`src/rtl/rld_pkg.sv`:
```
package rld_pkg;

    typedef enum logic [1:0] {
        PH_SYNC = 2'd0,
        PH_IDLE = 2'd1,
        PH_LEAD = 2'd2,
        PH_TAIL = 2'd3
    } phase_e;

    // Shape of one expanded run: a repeated lead bit, then an optional single tail bit.
    typedef struct packed {
        logic lead_bit;
        logic tail_en;
        logic tail_bit;
    } run_shape_t;

endpackage

```
`src/rtl/rld_classify.sv`:
```
module rld_classify
    import rld_pkg::*;
#(
    parameter int CODE_W   = 8,
    parameter int MAX_ONES = 226,
    parameter int CNT_W    = 8
) (
    input  logic [CODE_W-1:0] code,
    output run_shape_t        shape,
    output logic [CNT_W-1:0]  lead_len,
    output logic              is_empty
);
    localparam int ALL_CODE  = (1 << CODE_W) - 1;
    localparam int ZERO_BASE = MAX_ONES + 2;

    logic [31:0] code_u;
    assign code_u = 32'(code);

    always_comb begin
        shape    = '0;
        lead_len = '0;
        is_empty = 1'b0;
        if (code_u == 32'd0) begin
            is_empty = 1'b1;
        end else if (code_u <= 32'(MAX_ONES)) begin
            shape.lead_bit = 1'b1;
            shape.tail_en  = 1'b1;
            shape.tail_bit = 1'b0;
            lead_len       = CNT_W'(code_u);
        end else if (code_u == 32'(MAX_ONES + 1)) begin
            shape.lead_bit = 1'b1;
            shape.tail_en  = 1'b0;
            lead_len       = CNT_W'(MAX_ONES);
        end else if (code_u == 32'(ALL_CODE)) begin
            shape.lead_bit = 1'b0;
            shape.tail_en  = 1'b1;
            shape.tail_bit = 1'b1;
            lead_len       = '0;
        end else begin
            shape.lead_bit = 1'b0;
            shape.tail_en  = 1'b1;
            shape.tail_bit = 1'b1;
            lead_len       = CNT_W'(code_u - 32'(ZERO_BASE));
        end
    end

endmodule

```
`src/rtl/rld_emitter.sv`:
```
module rld_emitter
    import rld_pkg::*;
#(
    parameter int              CNT_W    = 8,
    parameter int              SYNC_W   = 16,
    parameter logic [SYNC_W-1:0] SYNC_PAT = 16'hFF20
) (
    input  logic             clk,
    input  logic             rst_n,
    input  logic             in_valid,
    input  run_shape_t       dec_shape,
    input  logic [CNT_W-1:0] dec_len,
    input  logic             dec_empty,
    output logic             in_ready,
    output logic             out_valid,
    input  logic             out_ready,
    output logic             out_bit
);
    localparam int SIDX_W = (SYNC_W > 1) ? $clog2(SYNC_W) : 1;
    localparam logic [SIDX_W-1:0] SIDX_LAST = SIDX_W'(SYNC_W - 1);

    typedef struct packed {
        phase_e            phase;
        logic [SIDX_W-1:0] idx;
        logic [CNT_W-1:0]  cnt;
        run_shape_t        shape;
    } emit_st_t;

    emit_st_t st_q, st_d;

    always_comb begin
        st_d = st_q;
        unique case (st_q.phase)
            PH_SYNC: begin
                if (out_ready) begin
                    if (st_q.idx == SIDX_LAST) begin
                        st_d.phase = PH_IDLE;
                        st_d.idx   = '0;
                    end else begin
                        st_d.idx = st_q.idx + 1'b1;
                    end
                end
            end
            PH_IDLE: begin
                if (in_valid && !dec_empty) begin
                    st_d.shape = dec_shape;
                    st_d.cnt   = dec_len;
                    st_d.phase = (dec_len != '0) ? PH_LEAD : PH_TAIL;
                end
            end
            PH_LEAD: begin
                if (out_ready) begin
                    st_d.cnt = st_q.cnt - 1'b1;
                    if (st_q.cnt == CNT_W'(1)) begin
                        st_d.phase = st_q.shape.tail_en ? PH_TAIL : PH_IDLE;
                    end
                end
            end
            PH_TAIL: begin
                if (out_ready) begin
                    st_d.phase = PH_IDLE;
                end
            end
            default: st_d.phase = PH_IDLE;
        endcase
    end

    always_ff @(posedge clk or negedge rst_n) begin
        if (!rst_n) begin
            st_q.phase <= PH_SYNC;
            st_q.idx   <= '0;
            st_q.cnt   <= '0;
            st_q.shape <= '0;
        end else begin
            st_q <= st_d;
        end
    end

    always_comb begin
        in_ready  = (st_q.phase == PH_IDLE);
        out_valid = (st_q.phase != PH_IDLE);
        unique case (st_q.phase)
            PH_SYNC: out_bit = SYNC_PAT[SIDX_LAST - st_q.idx];
            PH_LEAD: out_bit = st_q.shape.lead_bit;
            PH_TAIL: out_bit = st_q.shape.tail_bit;
            default: out_bit = 1'b0;
        endcase
    end

endmodule

```
`src/rtl/rld_top.sv`:
```
module rld_top
    import rld_pkg::*;
#(
    parameter int                CODE_W   = 8,
    parameter int                MAX_ONES = 226,
    parameter int                SYNC_W   = 16,
    parameter logic [SYNC_W-1:0] SYNC_PAT = 16'hFF20
) (
    input  logic              clk,
    input  logic              rst_n,
    input  logic              in_valid,
    output logic              in_ready,
    input  logic [CODE_W-1:0] in_code,
    output logic              out_valid,
    input  logic              out_ready,
    output logic              out_bit
);
    localparam int CNT_W = $clog2(MAX_ONES + 1);

    run_shape_t       dec_shape;
    logic [CNT_W-1:0] dec_len;
    logic             dec_empty;

    rld_classify #(
        .CODE_W  (CODE_W),
        .MAX_ONES(MAX_ONES),
        .CNT_W   (CNT_W)
    ) u_classify (
        .code    (in_code),
        .shape   (dec_shape),
        .lead_len(dec_len),
        .is_empty(dec_empty)
    );

    rld_emitter #(
        .CNT_W   (CNT_W),
        .SYNC_W  (SYNC_W),
        .SYNC_PAT(SYNC_PAT)
    ) u_emitter (
        .clk      (clk),
        .rst_n    (rst_n),
        .in_valid (in_valid),
        .dec_shape(dec_shape),
        .dec_len  (dec_len),
        .dec_empty(dec_empty),
        .in_ready (in_ready),
        .out_valid(out_valid),
        .out_ready(out_ready),
        .out_bit  (out_bit)
    );

endmodule

```
`config.mk`:
```
export PLATFORM = sky130hd
export DESIGN_NAME = rld_top
export DESIGN_NICKNAME = d
export VERILOG_FILES = /design/src/rtl/rld_pkg.sv /design/src/rtl/rld_classify.sv /design/src/rtl/rld_emitter.sv /design/src/rtl/rld_top.sv
export SDC_FILE = /design/constraint.sdc
export NUM_CORES = 1
export LEC_CHECK = 0
export CORE_MARGIN = 5
export CORE_UTILIZATION = 38
export DETAILED_ROUTE_END_ITERATION = 6
export PLACE_DENSITY = 0.6
export SETUP_SLACK_MARGIN = 0.05
export SYNTH_ARGS = -nofsm -noshare
export SYNTH_HDL_FRONTEND = slang
export SYNTH_SLANG_ARGS = --single-unit
```
`constraint.sdc`:
```
create_clock -name clk -period 2.5 [get_ports clk]
set_clock_uncertainty 0.15 [all_clocks]
set_input_delay 0.5 -clock clk [delete_from_list [all_inputs] [get_ports clk]]
set_output_delay 0.5 -clock clk [all_outputs]
set_load 0.05 [all_outputs]
```
* Yosys cells after proc, flatten, opt, wreduce, memory -nomap -nowiden
Memory sizes are Yosys's and may differ from the RTL's.
Index checks and enable logic that the tools add are counted.
** Storage, ports and cells
- Bits in read-only memories :: 16
- Output and inout port bits :: 3
- Input port bits :: 12
- Memories kept :: 1
- Logic and storage cells :: 61
- Bits in registers :: 17
** Operators by class
- $lt $le $gt $ge :: 2
- Equal/unequal tests :: 14
- Mux-type cells :: 24
- Reductions and logical operators :: 10
- Add/subtract/negate cells :: 4
** Memory list
- (name not given) :: depth 16, bits a word 1, rd ports 1, clocked after Yosys merged registers in 0, write ports 0, RTL line rld_emitter.sv:83 : PH_SYNC: out_bit = SYNC_PAT[SIDX_LAST - st_q.idx];
** Operators by type and width (number)
- two-way mux 8 bit :: 5
- zero test 32 bit :: 1
- equality test 8 bit, second input constant :: 2
- case mux 8 bit (2 select lines) :: 1
- two-way mux 2 bit :: 7
- two-way mux 11 bit :: 1
- equality test 8 x 1 -> 1 bit, second input constant :: 1
- less-or-equal comparator 8 bit, second input constant :: 1
- != test 2 x 1 -> 1 bit, second input constant :: 4
- case mux 2 bit (4 select lines) :: 1
- nonzero test 8 bit :: 1
- subtractor 8 x 1 -> 8 bit, second input constant :: 1
- subtractor 8 bit, second input constant :: 1
- two-way mux 3 bit :: 2
- two-way mux 6 bit :: 1
- != test 2 bit, second input constant :: 3
- AND reduction 6 bit :: 1
- < comparator 4 x 5 -> 1 bit, second input constant :: 1
- adder 4 x 1 -> 4 bit, second input constant :: 1
- equality test 2 bit, second input constant :: 2
- equality test 4 bit, second input constant :: 1
- two-way mux 1 bit :: 4
- two-way mux 4 bit :: 1
- AND reduction 2 bit :: 2
- 8 further kinds :: 8

* Depth between registers and ports, before layout
- Depth in word-level cells :: 9
- Gate-level depth with buffers :: 7
- Mapped depth without buffers :: 6

* Hierarchy
Synthesis repeated with hierarchy kept, for this count alone.
** Second synthesis, totals
- Cell total of the unflattened synthesis :: 147
- Area total of the unflattened synthesis :: 1335.0 um2
** By module, submodules not included
- rld_emitter :: cells each 112, times used 1, seq. area each 425.4 um2, area each 1079.8 um2
- rld_classify :: cells each 35, times used 1, seq. area each 0.0 um2, area each 255.2 um2

* Worst setup path before layout
OpenSTA, ideal clock, no wires.
- Path kind :: reg-to-reg
- Start :: reg u_emitter.st_q[15] (netlist name)
- End :: reg u_emitter.st_q[3] (netlist name)
- Setup slack :: 81 ps
- Stages on the path, launching flop included :: 8
- Path buffers :: 2
- Clock period less this slack :: 2419 ps
- Library setup time :: 125 ps
- Data arrival time :: 2144 ps
- Data required time :: 2225 ps
- Cells stage by stage :: dfrtp_1 clkbuf_1 nand2_1 inv_1 o211ai_2 and2_1 buf_4 mux2_2
** Between the ends
- Cells in the longest elaborated chain, start to end :: 3
- Elaborated cells between the ends (all ways) :: 7
- Those cells by class :: eq/ne: 4; mux: 1; reduce/logical: 2
** Ends and longest elaborated chain
- start: declaration :: RTL line rld_emitter.sv:29 : emit_st_t st_q, st_d;
- start signal: assignment :: RTL line rld_emitter.sv:75 : st_q <= st_d;
- equality test 2 x 1 -> 1 bit (*)
- via in_ready :: RTL line rld_top.sv:12 : output logic in_ready,
- != test 2 x 1 -> 1 bit (no line) / nonzero test 2 bit (equally long branches)
- AND reduction 3 bit (no line)
The timed path passes the listed nets; every way through them passes the cells marked *.
A chain may end at the register's enable or synchronous reset.

* Final worst setup path
- Start :: in in_code[2]
- End :: reg u_emitter.st_q[3] (netlist name)
** Between the ends
- Cells in the longest elaborated chain, start to end :: 7
- Elaborated cells between the ends (all ways) :: 15
- Those cells by class :: order compare: 1; eq/ne: 3; mux: 7; reduce/logical: 4
** Ends and longest elaborated chain
- start: declaration :: RTL line rld_top.sv:13 : input logic [CODE_W-1:0] in_code,
- branches (longest 7 deep; another with less-or-equal comparator 8 bit)
Parallel ways; which one is timed is not known. The select of a mux whose other input is x is not followed.

==> out/results.ini <==
[outcome]
status=completed

[placement]
hpwlAfterDp_mm=2.69
numPortBuffers=14
place_area_sq_um=1620
place_congestion=0.865
post-place-ws_ns=-0.186

[critical_path]
cp_max_fo=3
crit_type=in -> reg
rrSetupSlack_ns=0.44
critical_path_required_ns=2.54
cp-end-kind=register
startpoint_type=input port
crit_arrival_ns=2.40

[logic_synthesis]
synth.cell_area_sq_um=1290
synth-async-reset-ratio_pct=100
synth_edf_count=0
synth-warning-count=0
synth_fp_nets=167
synthFlopType=dfrtp_1
synth_seq_area_share_pct=33.1
synth.distinct_cells=48
syn_area_per_cell_sq_um=8.69
ys_seq_elements=17
synth_cells=148

[clock_tree]
numCtsBuffers=3
clkTransAtPathRegs_ns=0.10
cts_setup_buffers=0
htreeDepth=1
cts_tree=yes
cts-root-buf=clkbuf_4
clk_latency_ns=0.29
holdBufCountCts=0
cts_sinks=17
clock_path_buffers=2

[min_path]
hold_path_class=reg -> reg

[grt]
grt_max_degree=18
grt_pass1_vias=1254
grt_pass1_wl_mm=5.71
track_usage_pct=15.7
antenna_found_initial=0
overflow=0

[floorplan]
fp.dieH_um=68.2
die_area_sq_um=4650
die_w_um=68.2
rows=21
start_util_pct=38.9
core_sq_um=3310
io_pins=15

[power_and_ir_drop]
p_leak_nw=0.736
ir_drop_mv=0.176
p_per_area_nw_per_um2=572

[drt]
routed_wirelength_mm=3.31
drc=0
wire_per_inst_um=14.5
final_antenna_net_count=0
first_iter_violations=66
vias=1300
vias_per_cell=5.70
drtPass1Iterations=4

[timing]
fin_ws_ns=0.133
finalSetupViolations=0
fmax_ghz=0.422
slew_violations=0
final_hold_viol_count=0
tightest_slew_ns=0.512
fin_crit_sh_pct=94.7
rsz0062_at_grt=false
min_period_ns=2.37
maxSlewHeadroom_pct=65.8

[finish]
diodes=0
reg.largest.list=u_emitter.st_q: 17 flops
area.growth.synth_to_final_pct=28.8
layout_commonest_cell=buf_4
final_layout_size_suffix_gt1_share_pct=20.9
fin_area_sq_um=1660
top_register=u_emitter.st_q
largest_register_ffs=17
final_cell_mix=buf_4, dfrtp_1, inv_1
final_nets=202
postLayoutCoreUtil_pct=50.0

[run]
drv_cap=0

==> synthesized netlist by cell type (2+ instances only) <==
library cell	instances	area share, %
a21oi_1	11	4.3
o21ai_0	7	2.7
nor2_1	8	2.3
and3_1	4	1.9
o22ai_1	5	2.4
nor3_1	2	0.78
mux2_2	2	1.8
mux2i_1	4	3.1
or3_1	2	0.97
clkbuf_1	4	1.2
o221ai_1	2	1.4
inv_1	14	4.1
nand2_1	11	3.2
nand4_1	2	0.97
o2bb2ai_1	2	1.4
nand3_1	5	1.9
o211ai_1	4	2.3
ha_1	7	6.8
a32oi_1	3	2.0
nor2b_1	3	1.5
nand2b_1	2	0.97
and2_1	2	0.97
dfrtp_1	17	33
==> kinds of logic (layout without fill, tap and decap cells) <==
kind of cell,Yosys count,in the layout,share of synthesized area [%]
compound gates,49,49,27.3
xor+xnor,1,1,0.681
fa+ha+maj,7,7,6.81
buf+inv,21,55,7.10
flops,17,17,33.1
mux,6,6,4.86
simple gates,47,47,20.1
==> worst max-delay path, cell delays in order <==
cell,delay [ns]
clkdlybuf4s50_1,0.41
inv_1,0.08
ha_2,0.17
or4b_4,0.48
o211a_4,0.25
a32o_1,0.24
mux2_2,0.26
==> report_power, final <==
group          switching, mW  leakage (nW)  internal, mW
registers             0.0667         0.200         0.344
logic                  0.200         0.519         0.191
clock network         0.0872        0.0177        0.0594
total                  0.354         0.736         0.594
==> final timing paths <==
check                                        start                 end  cells after the start
worst min register to register   u_emitter.st_q[0]   u_emitter.st_q[0]                      1
worst min-delay path             u_emitter.st_q[0]   u_emitter.st_q[0]                      1
worst max-delay path                    in_code[2]   u_emitter.st_q[3]                      7
min in group asynchronous                    rst_n  u_emitter.st_q[12]                      2
max in group asynchronous                    rst_n  u_emitter.st_q[10]                      2
worst max register to register  u_emitter.st_q[15]   u_emitter.st_q[5]                      4
==> cell type report <==
type | instances | area [sq um]
repair buffers | 37 | 318
well taps | 46 | 57.6
inverters | 14 | 52.6
clock inverters | 1 | 5.00
fillers | 336 | 1650
multi-input cells | 110 | 776
flip-flops and latches | 17 | 425
clock buffers | 3 | 22.5
==> per-stage QoR <==
step                std cells  setup TNS, ns  power, mW  hold slack [ns]
finish                    228              0      0.948            0.346
floorplan                 148              0      0.670           0.0544
global placement          224         -0.649      0.792            0.314
detailed placement        224         -0.896      0.799            0.331
CTS                       228              0      0.945            0.352
global route              228              0       1.02            0.374
==> metal layers <==
metal,track usage (%),vias to the layer above,wire length [um]
met2,26.8,43,1600
met1,20.0,629,1460
met3,1.81,8,180
met4,5.96,0,74
met5,0,-,0
li1,-,620,-
==> repair_timing <==
item                                    in CTS  in global routing
endpoints found under the setup margin       0                  3
gates resized for setup                      0                  3
hold endpoints to repair                     0                  0
No activity file was read; power rests on OpenSTA's default activity.
